File: src/rtl/psw_pkg.sv
`timescale 1ns/1ps
package psw_pkg;
  // Control to datapath: request to move the phase pointer forward.
  typedef struct packed {
    logic phaseStep;
  } pswCtrl_t;

  // Datapath to control: timing strobes.
  typedef struct packed {
    logic lateTick;     // cycle after a selected-phase rising edge
    logic periodStart;  // first cycle of an output period
  } pswStat_t;
endpackage

File: src/rtl/psw_datapath.sv
`timescale 1ns/1ps
module psw_datapath
  import psw_pkg::*;
#(
  parameter int CNT_W = 4
) (
  input  logic       clk,
  input  logic       rst,
  input  pswCtrl_t   ctrl,
  output pswStat_t   stat,
  output logic [1:0] phasePtr,
  output logic       divOut,
  output logic       cycleStart
);
  localparam int NPH = 4;

  logic             master;
  logic             slave;
  logic [NPH-1:0]   phaseVec;
  logic [CNT_W-1:0] edgeCnt;
  logic [1:0]       nextPtr;
  logic             tick;
  logic             wrapTick;
  logic             lateTick;

  // Quarter-rate toggle stage: master/slave pair counting in Johnson order.
  always_ff @(posedge clk) begin
    if (rst) begin
      master <= 1'b1;
      slave  <= 1'b1;
    end else begin
      master <= ~slave;
      slave  <= master;
    end
  end

  // Four quadrature phases, each one input clock behind the previous.
  for (genvar k = 0; k < NPH; k++) begin : g_phase
    if (k == 0) begin : g_m
      assign phaseVec[k] = master;
    end else if (k == 1) begin : g_s
      assign phaseVec[k] = slave;
    end else begin : g_inv
      assign phaseVec[k] = ~phaseVec[k-2];
    end
  end

  // Rising edge of the selected phase: it is high while its lagging neighbour is still low.
  assign nextPtr  = phasePtr + 2'd1;
  assign tick     = phaseVec[phasePtr] & ~phaseVec[nextPtr];
  assign wrapTick = tick && (edgeCnt == {CNT_W{1'b1}});

  always_ff @(posedge clk) begin
    if (rst) begin
      phasePtr   <= 2'd0;
      edgeCnt    <= '0;
      lateTick   <= 1'b1;
      cycleStart <= 1'b1;
    end else begin
      if (ctrl.phaseStep) phasePtr <= nextPtr;
      if (tick) edgeCnt <= edgeCnt + 1'b1;
      lateTick   <= tick;
      cycleStart <= wrapTick;
    end
  end

  assign divOut            = ~edgeCnt[CNT_W-1];
  assign stat.lateTick     = lateTick;
  assign stat.periodStart  = cycleStart;
endmodule

File: src/rtl/psw_control.sv
`timescale 1ns/1ps
module psw_control
  import psw_pkg::*;
#(
  parameter int MODE_W = 3
) (
  input  logic              clk,
  input  logic              rst,
  input  logic [MODE_W-1:0] mode,
  input  pswStat_t          stat,
  output pswCtrl_t          ctrl
);
  logic [MODE_W-1:0] movesLeft;

  // One move per quarter-rate edge, issued the cycle after that edge.
  assign ctrl.phaseStep = (movesLeft != '0) && stat.lateTick;

  always_ff @(posedge clk) begin
    if (rst) begin
      movesLeft <= '0;
    end else if (stat.periodStart) begin
      movesLeft <= mode;
    end else if (ctrl.phaseStep) begin
      movesLeft <= movesLeft - 1'b1;
    end
  end
endmodule

File: src/rtl/phase_switch_prescaler.sv
`timescale 1ns/1ps
module phase_switch_prescaler
  import psw_pkg::*;
#(
  parameter int MODE_W = 3,
  parameter int CNT_W  = 4
) (
  input  logic              clk,
  input  logic              rst,
  input  logic [MODE_W-1:0] mode,
  output logic              divOut,
  output logic              cycleStart
);
  pswCtrl_t   ctrlBus;
  pswStat_t   statBus;
  logic [1:0] phasePtr;

  psw_control #(.MODE_W(MODE_W)) uCtrl (
    .clk  (clk),
    .rst  (rst),
    .mode (mode),
    .stat (statBus),
    .ctrl (ctrlBus)
  );

  psw_datapath #(.CNT_W(CNT_W)) uDp (
    .clk        (clk),
    .rst        (rst),
    .ctrl       (ctrlBus),
    .stat       (statBus),
    .phasePtr   (phasePtr),
    .divOut     (divOut),
    .cycleStart (cycleStart)
  );
endmodule

File: config.mk
export PLATFORM = sky130hd
export DESIGN_NAME = phase_switch_prescaler
export DESIGN_NICKNAME = d
export VERILOG_FILES = /design/src/rtl/psw_pkg.sv /design/src/rtl/psw_datapath.sv /design/src/rtl/psw_control.sv /design/src/rtl/phase_switch_prescaler.sv
export SDC_FILE = /design/constraint.sdc
export NUM_CORES = 1
export LEC_CHECK = 0
export CAP_MARGIN = 40
export CORE_MARGIN = 2
export CORE_UTILIZATION = 30
export DETAILED_ROUTE_END_ITERATION = 8
export SETUP_SLACK_MARGIN = 0.1
export SLEW_MARGIN = 5
export SYNTH_ARGS = -nofsm -noshare
export SYNTH_HDL_FRONTEND = slang
export SYNTH_SLANG_ARGS = --single-unit
File: constraint.sdc
create_clock -name clk -period 2.1 [get_ports clk]
set_clock_uncertainty 0.15 [all_clocks]
set_input_delay 0.315 -clock clk [delete_from_list [all_inputs] [get_ports clk]]
set_output_delay 0.315 -clock clk [all_outputs]
set_load 0.05 [all_outputs]
==> results of run 1 <==
worst min path at each step:
stage	start	end	cells after the start
3_3_place_gp	uDp.slave$_SDFF_PP1_	uDp.master$_SDFF_PP1_	1
6_report	uDp.slave$_SDFF_PP1_	uDp.master$_SDFF_PP1_	1
2_1_floorplan	uDp.slave$_SDFF_PP1_	uDp.master$_SDFF_PP1_	1
3_5_place_dp	uDp.slave$_SDFF_PP1_	uDp.master$_SDFF_PP1_	1
4_1_cts	uDp.slave$_SDFF_PP1_	uDp.master$_SDFF_PP1_	1
5_1_grt	uDp.slave$_SDFF_PP1_	uDp.master$_SDFF_PP1_	1
power by group through the flow:
stage,clock (mW),sequential [mW],combinational (mW)
after floorplan,0,0.299,0.0999
after global placement,0,0.299,0.136
after detailed placement,0,0.299,0.139
after CTS,0.161,0.293,0.139
after global routing,0.173,0.297,0.154
final,0.152,0.293,0.136
cell usage after synthesis:
cell / count
a211o_1: 2
a21oi_1: 3
a31o_2: 1
a41o_1: 1
clkbuf_1: 2
dfxtp_1: 13
ha_1: 3
inv_1: 4
mux2_1: 1
mux2i_1: 2
mux2i_2: 1
nand2_1: 3
nand2b_1: 4
nand4_1: 1
nor2_1: 10
nor2b_1: 1
or2_2: 2
xnor2_1: 4
xor2_1: 1
cells by family (layout without fill, tap and decap cells):
logic type      count (synthesis)  count (layout)  share of synthesized area (%)
fa+ha+maj                       3               3                           6.71
buf+inv                         6              16                           4.03
xor+xnor                        5               5                           7.83
mux                             4               4                           8.05
simple gates                   21              21                           17.7
compound gates                  7               7                           9.17
flops                          13              13                           46.5
worst max-delay path, stage by stage, from the launching register on:
cell	delay [ns]
dfxtp_1	0.31
inv_1	0.06
ha_1	0.20
ha_1	0.18
nor2b_1	0.27
buf_4	0.20
nand2_1	0.06
xor2_1	0.13
nor2_1	0.05
through the flow:
step	instance area (µm²)	hold WS, ns
after floorplan	559	0.234
after global placement	658	0.247
after detailed placement	658	0.252
after CTS	683	0.271
after global routing	686	0.299
final	686	0.264
cell type report:
class / count / area, µm²
well taps: 25 / 31.3
clock buffers: 4 / 26.3
repair buffers: 8 / 76.3
multi-input cells: 40 / 277
inverters: 4 / 15.0
fillers: 194 / 1060
flip-flops and latches: 13 / 260
routing by layer:
layer  vias up  part of all wire, %  GRT usage [%]
li1        213                    -              -
met1       174                   46           10.4
met2         8                   45           15.9
met3         2                  5.3           4.62
met4         0                  3.2           10.0
met5         -                    0              0
sequential cells by signal, indices dropped and copies added, names as in the netlist:
register / count
uDp.edgeCnt: 4
uDp.cycleStart: 1
uDp.phasePtr: 2
uDp.lateTick: 1
uDp.master: 1
uDp.slave: 1
uCtrl.movesLeft: 3
==> results by group, run 1 <==
Setup path
  – Path depth of the worst reg2reg path: 8
  – Flop2flop setup slack: 0.38 ns
  – FF-to-FF Start: uCtrl.movesLeft[0]$_SDFFE_PP0P_
  – Crit. End Element: flop
  – Kind of critical path: reg2reg
  – RR Endpoint: uDp.phasePtr[1]$_SDFFE_PP0P_
  – Worst Path Max Fanout: 4
  – WP data arrival: roughly 1.7 ns
  – CP required: 2.10 ns
  – CP Capture Point: uDp.phasePtr[1]$_SDFFE_PP0P_
  – CP startpoint: uCtrl.movesLeft[0]$_SDFFE_PP0P_
  – Critical path startpoint category: flop

Finish
  – Fin nets: 78
  – Share of layout cells above drive strength 1: 13.0%
  – Antenna cells: 0
  – Finished Core Util: 39.3%
  – Most common cell after layout, fill and taps aside: dfxtp_1
  – Most frequent cells in the layout: dfxtp_1 (13), nor2_1 (10)
  – Synthesis-to-finish area growth: 22.6%
  – Non-filler cells in the finished layout: 94

Die
  – I/O pin total: 7
  – Die X: 47.2 µm
  – Die area: between 0.002 and 0.0025 mm²
  – CORE AREA: 0.00175 mm²
  – Rows: 15
  – Height of the die: 47.2 µm
  – Starting Density: 32.0%

CTS
  – # H-tree levels: 1
  – Cts hold-fix bufs: 0
  – CTS tree: yes
  – # clock sinks: 13
  – Root Buffer: clkbuf_4
  – Cts bufs inserted: 3
  – # Post-CTS Setup Buffers: 0
  – Clock buffer depth: 2
  – Clk slew on worst S/H paths: 0.07 ns
  – Post_cts resized: 1
  – Worst-Skew Late Latency: 0.27 ns

Power and ir drop
  – Pwr Total: around 0.58 mW
  – Peak VDD IR: roughly 0.43 mV
  – Gate power share: 23.4%
  – Flop pwr share: 50.5%
  – PD cells: 847 mW/mm²
  – Net Sw Frac: 27.3%
  – Leakage power: 0.285 nW
  – Switching pwr: 0.159 mW
  – Internal: 0.422 mW
  – Clock Power Share: 26.1%

Logic synthesis
  – Total number of yosys warnings: 0
  – Synth top area cells: dfxtp_1 (47%), ha_1 (6.7%), nor2_1 (6.7%), xnor2_1 (6.3%), nand2b_1 (4.5%)
  – Most area-hungry cell type in the Yosys netlist: dfxtp_1
  – Net count after synthesis: 67
  – Cell area after synthesis: 559 µm²
  – Seq/Total Area, Yosys: ~47%
  – Synth Area per Inst: around 9.5 µm²
  – Yosys reg bits: 13
  – Cell variety after synth: 19
  – Post-synth top area share: 46.5%
  – Cells after Synth: 59

Timing
  – Setup TNS: 0 ns
  – Final hold violations: 0
  – Worst setup margin: 0.378 ns
  – Min Tclk post-route: approximately 1.7 ns
  – Slew HR: about two thirds
  – Final period utilization: 82.0%
  – Max Freq: 581 MHz
  – Final setup viols: 0
  – Pins Over Slew Limit: 0
  – RSZ-0062 raised after global routing: false
  – Worst-Margin Slew: 0.500 ns

Global route
  – Initial antenna violation count: 0
  – Global-route wire length before repair: 1460 µm
  – Vias in the first global route: 357
  – Largest net degree at the start of global routing: 16
  – Total track usage: 10.4%
  – Total global routing overflow: 0

Run
  – # Max-Cap Violations: 0

Route
  – Initial DRC Count: 4
  – First-pass DRT Iterations: 4
  – DR WL/cell: 9.03 µm
  – Via density: around 4.2
  – Residual DRC: 0
  – Final WL: around 850 µm
  – Vias: 397
  – Antenna Nets Post-Route: 0

Place
  – Dpl hpwl: between 600 and 700 µm
  – Placed Instances: 90
  – Routability congestion estimate: 0.689
  – DP Worst Slack: 0.317 ns
  – # port buffers: 6

Outcome
  – Status: finished clean

Hold path
  – Hold WC Path Type: reg2reg
(Power assumes the default switching activity.)
==> run 2: changes to the inputs <==
==> constraint.sdc (replaced) <==
create_clock -name clk -period 1.79 [get_ports clk]
set_clock_uncertainty 0.15 [all_clocks]
set_input_delay 0.2685 -clock clk [delete_from_list [all_inputs] [get_ports clk]]
set_output_delay 0.2685 -clock clk [all_outputs]
set_load 0.05 [all_outputs]
==> run 2 against run 1 <==
Net effect: clock power increased by 15%; setup slack got worse by 0.16 ns; critical endpoint is now uCtrl.movesLeft[1]$_SDFFE_PP0P_; sequential share of layout area decreased by 1.1 points; via count increased by 2.5%; fmax increased by 9.4%; routed wire length increased by 1.6%; cell count increased by 2.1%; power increased by 20%.
==> results by group, run 2 (same netlist as run 1, synthesis figures left out) <==
Outcome
  – Status: finished clean (unchanged)

Die
  – Starting Density: 32.0% (unchanged)
  – CORE AREA: 0.00175 mm² (unchanged)
  – Die area: 0.00223 mm² (unchanged)
  – I/O pin total: 7 (unchanged)
  – Rows: 15 (unchanged)
  – Height of the die: 47.2 µm (unchanged)
  – Die X: 47.2 µm (unchanged)

CTS
  – Root Buffer: clkbuf_4 (unchanged)
  – Clock buffer depth: 2 (unchanged)
  – CTS tree: yes (unchanged)
  – Cts hold-fix bufs: 0 (unchanged)
  – # H-tree levels: 1 (unchanged)
  – # clock sinks: 13 (unchanged)
  – Worst-Skew Late Latency: 0.27 ns (about the same)
  – Post_cts resized: 0 (was 1)
  – Cts bufs inserted: 3 (unchanged)
  – # Post-CTS Setup Buffers: 0 (unchanged)
  – Clk slew on worst S/H paths: 0.07 ns (about the same)

Finish
  – Antenna cells: 0 (unchanged)
  – Non-filler cells in the finished layout: 96 (was 94)
  – Design area: 706 µm² (was 686 µm²)
  – Most frequent cells in the layout: dfxtp_1 (13), nor2_1 (10), buf_4 (5) (was dfxtp_1 (13), nor2_1 (10))
  – Most common cell after layout, fill and taps aside: dfxtp_1 (unchanged)
  – Max FFs per register: 4 (unchanged)
  – Synthesis-to-finish area growth: 26.2% (was 22.6%)
  – Largest registers: uDp.edgeCnt: 4 flops, uCtrl.movesLeft: 3 flops, uDp.phasePtr: 2 flops (unchanged)
  – Fill cells: 186 (was 194)
  – Share of layout cells above drive strength 1: 19.7% (was 13.0%)
  – Fin nets: 80 (was 78)
  – Largest register by flop count: uDp.edgeCnt (unchanged)

Global route
  – Initial antenna violation count: 0 (unchanged)
  – Total track usage: 9.88% (was 10.4%)
  – Total global routing overflow: 0 (unchanged)
  – Global-route wire length before repair: 1480 µm (was 1460 µm)
  – Vias in the first global route: 370 (was 357)
  – Largest net degree at the start of global routing: 12 (was 16)

Place
  – Routability congestion estimate: 0.609 (was 0.689)
  – DP Worst Slack: 0.143 ns (was 0.317 ns)
  – Post-DP Area: 668 µm² (was 658 µm²)
  – Dpl hpwl: 644 µm (was 617 µm)
  – # port buffers: 6 (unchanged)
  – Placed Instances: 92 (was 90)

Hold path
  – Hold Path Origin: uDp.slave$_SDFF_PP1_ (unchanged)
  – Hold Path Depth: 1 (unchanged)
  – Endpoint, Worst Hold: uDp.master$_SDFF_PP1_ (unchanged)
  – Hold WC Path Type: reg2reg (unchanged)

Route
  – Final WL: 863 µm (was 849 µm)
  – Via density: 4.24 (was 4.22)
  – DR WL/cell: 8.99 µm (was 9.03 µm)
  – Residual DRC: 0 (unchanged)
  – Vias: 407 (was 397)
  – Initial DRC Count: 2 (was 4)
  – First-pass DRT Iterations: 2 (was 4)
  – Antenna Nets Post-Route: 0 (unchanged)

Power and ir drop
  – Flop pwr share: 49.4% (was 50.5%)
  – Clock Power Share: 25.0% (was 26.1%)
  – Gate power share: 25.6% (was 23.4%)
  – Leakage power: 0.301 nW (was 0.285 nW)
  – PD cells: 990 mW/mm² (was 847 mW/mm²)
  – Switching pwr: 0.188 mW (was 0.159 mW)
  – Net Sw Frac: 27.0% (was 27.3%)
  – Peak VDD IR: 0.413 mV (was 0.430 mV)
  – Internal: 0.510 mW (was 0.422 mW)

Setup path
  – Crit. End Element: flop (unchanged)
  – FF-to-FF Start: uCtrl.movesLeft[0]$_SDFFE_PP0P_ (unchanged)
  – CP required: 1.84 ns (was 2.10 ns)
  – WP data arrival: 1.62 ns (was 1.73 ns)
  – Path depth of the worst reg2reg path: 7 (was 8)
  – Worst Path Max Fanout: 4 (unchanged)
  – RR Endpoint: uCtrl.movesLeft[1]$_SDFFE_PP0P_ (was uDp.phasePtr[1]$_SDFFE_PP0P_)
  – Kind of critical path: reg2reg (unchanged)
  – Flop2flop setup slack: 0.22 ns (was 0.38 ns)
  – Critical path startpoint category: flop (unchanged)

Timing
  – Setup TNS: 0 ns (unchanged)
  – RSZ-0062 raised after global routing: false (unchanged)
  – Slew HR: 78.3% (was 66.6%)
  – Final hold slack: 0.269 ns (was 0.264 ns)
  – Worst-Margin Slew: 0.324 ns (was 0.500 ns)
  – Pins Over Slew Limit: 0 (unchanged)
  – Max Freq: 636 MHz (was 581 MHz)
  – Final period utilization: 87.9% (was 82.0%)
  – Final hold violations: 0 (unchanged)
  – Final setup viols: 0 (unchanged)
  – Min Tclk post-route: 1.57 ns (was 1.72 ns)
  – Worst setup margin: 0.217 ns (was 0.378 ns)

Run
  – # Max-Cap Violations: 0 (unchanged)
## run 2: layout make-up
| cell class | instances | area [µm²] | share of cell area [%] |
|---|---|---|---|
| tap | 25 | 31.3 | 4.43 |
| inverter | 4 | 15.0 | 2.13 |
| clock buffer | 4 | 26.3 | 3.72 |
| multi-input combinational | 40 | 284 | 40.2 |
| timing repair buffer | 10 | 88.8 | 12.6 |
| sequential | 13 | 260 | 36.9 |
## run 2: per-stage QoR
stage	utilization (%)	power [mW]
after floorplan	-	0.468
after global placement	38.3	0.517
after detailed placement	38.3	0.521
after CTS	39.8	0.701
after global routing	40.4	0.752
final	40.4	0.698
## run 2: layer usage
| metal | global-route usage [%] | part of all wire [%] | up-vias |
|---|---|---|---|
| li1 | - | - | 222 |
| met1 | 11.9 | 48 | 175 |
| met2 | 15.6 | 48 | 8 |
| met3 | 2.31 | 3.1 | 2 |
| met4 | 6.67 | 1.4 | 0 |
| met5 | 0 | 0 | - |
## run 2: worst max-delay path by stage
stage / start / slack, ns / to / cells after the start
6_report: uCtrl.movesLeft[0]$_SDFFE_PP0P_ / 0.22 / uCtrl.movesLeft[1]$_SDFFE_PP0P_ / 7
5_1_grt: uCtrl.movesLeft[1]$_SDFFE_PP0P_ / 0.12 / uCtrl.movesLeft[2]$_SDFFE_PP0P_ / 7
4_1_cts: uCtrl.movesLeft[0]$_SDFFE_PP0P_ / 0.11 / uDp.phasePtr[1]$_SDFFE_PP0P_ / 8
3_5_place_dp: uCtrl.movesLeft[0]$_SDFFE_PP0P_ / 0.14 / uDp.phasePtr[1]$_SDFFE_PP0P_ / 8
3_3_place_gp: uCtrl.movesLeft[0]$_SDFFE_PP0P_ / 0.16 / uDp.phasePtr[1]$_SDFFE_PP0P_ / 8
2_1_floorplan: uCtrl.movesLeft[0]$_SDFFE_PP0P_ / 0.11 / uCtrl.movesLeft[1]$_SDFFE_PP0P_ / 8
## run 2: critical path, cell delays in order, from the launching register on
cell and delay [ns]:
dfxtp_1 0.31, inv_1 0.06, ha_1 0.19, ha_1 0.20, nor2b_4 0.15, nor2_1 0.05, a211o_1 0.25, a21oi_1 0.14
## run 2: power by group through the flow
stage	Sequential [mW]	Combinational, mW	Clock (mW)
final	0.345	0.179	0.175
after CTS	0.345	0.171	0.185
after detailed placement	0.352	0.169	0
after global placement	0.351	0.166	0
after floorplan	0.351	0.117	0
after global routing	0.349	0.202	0.201
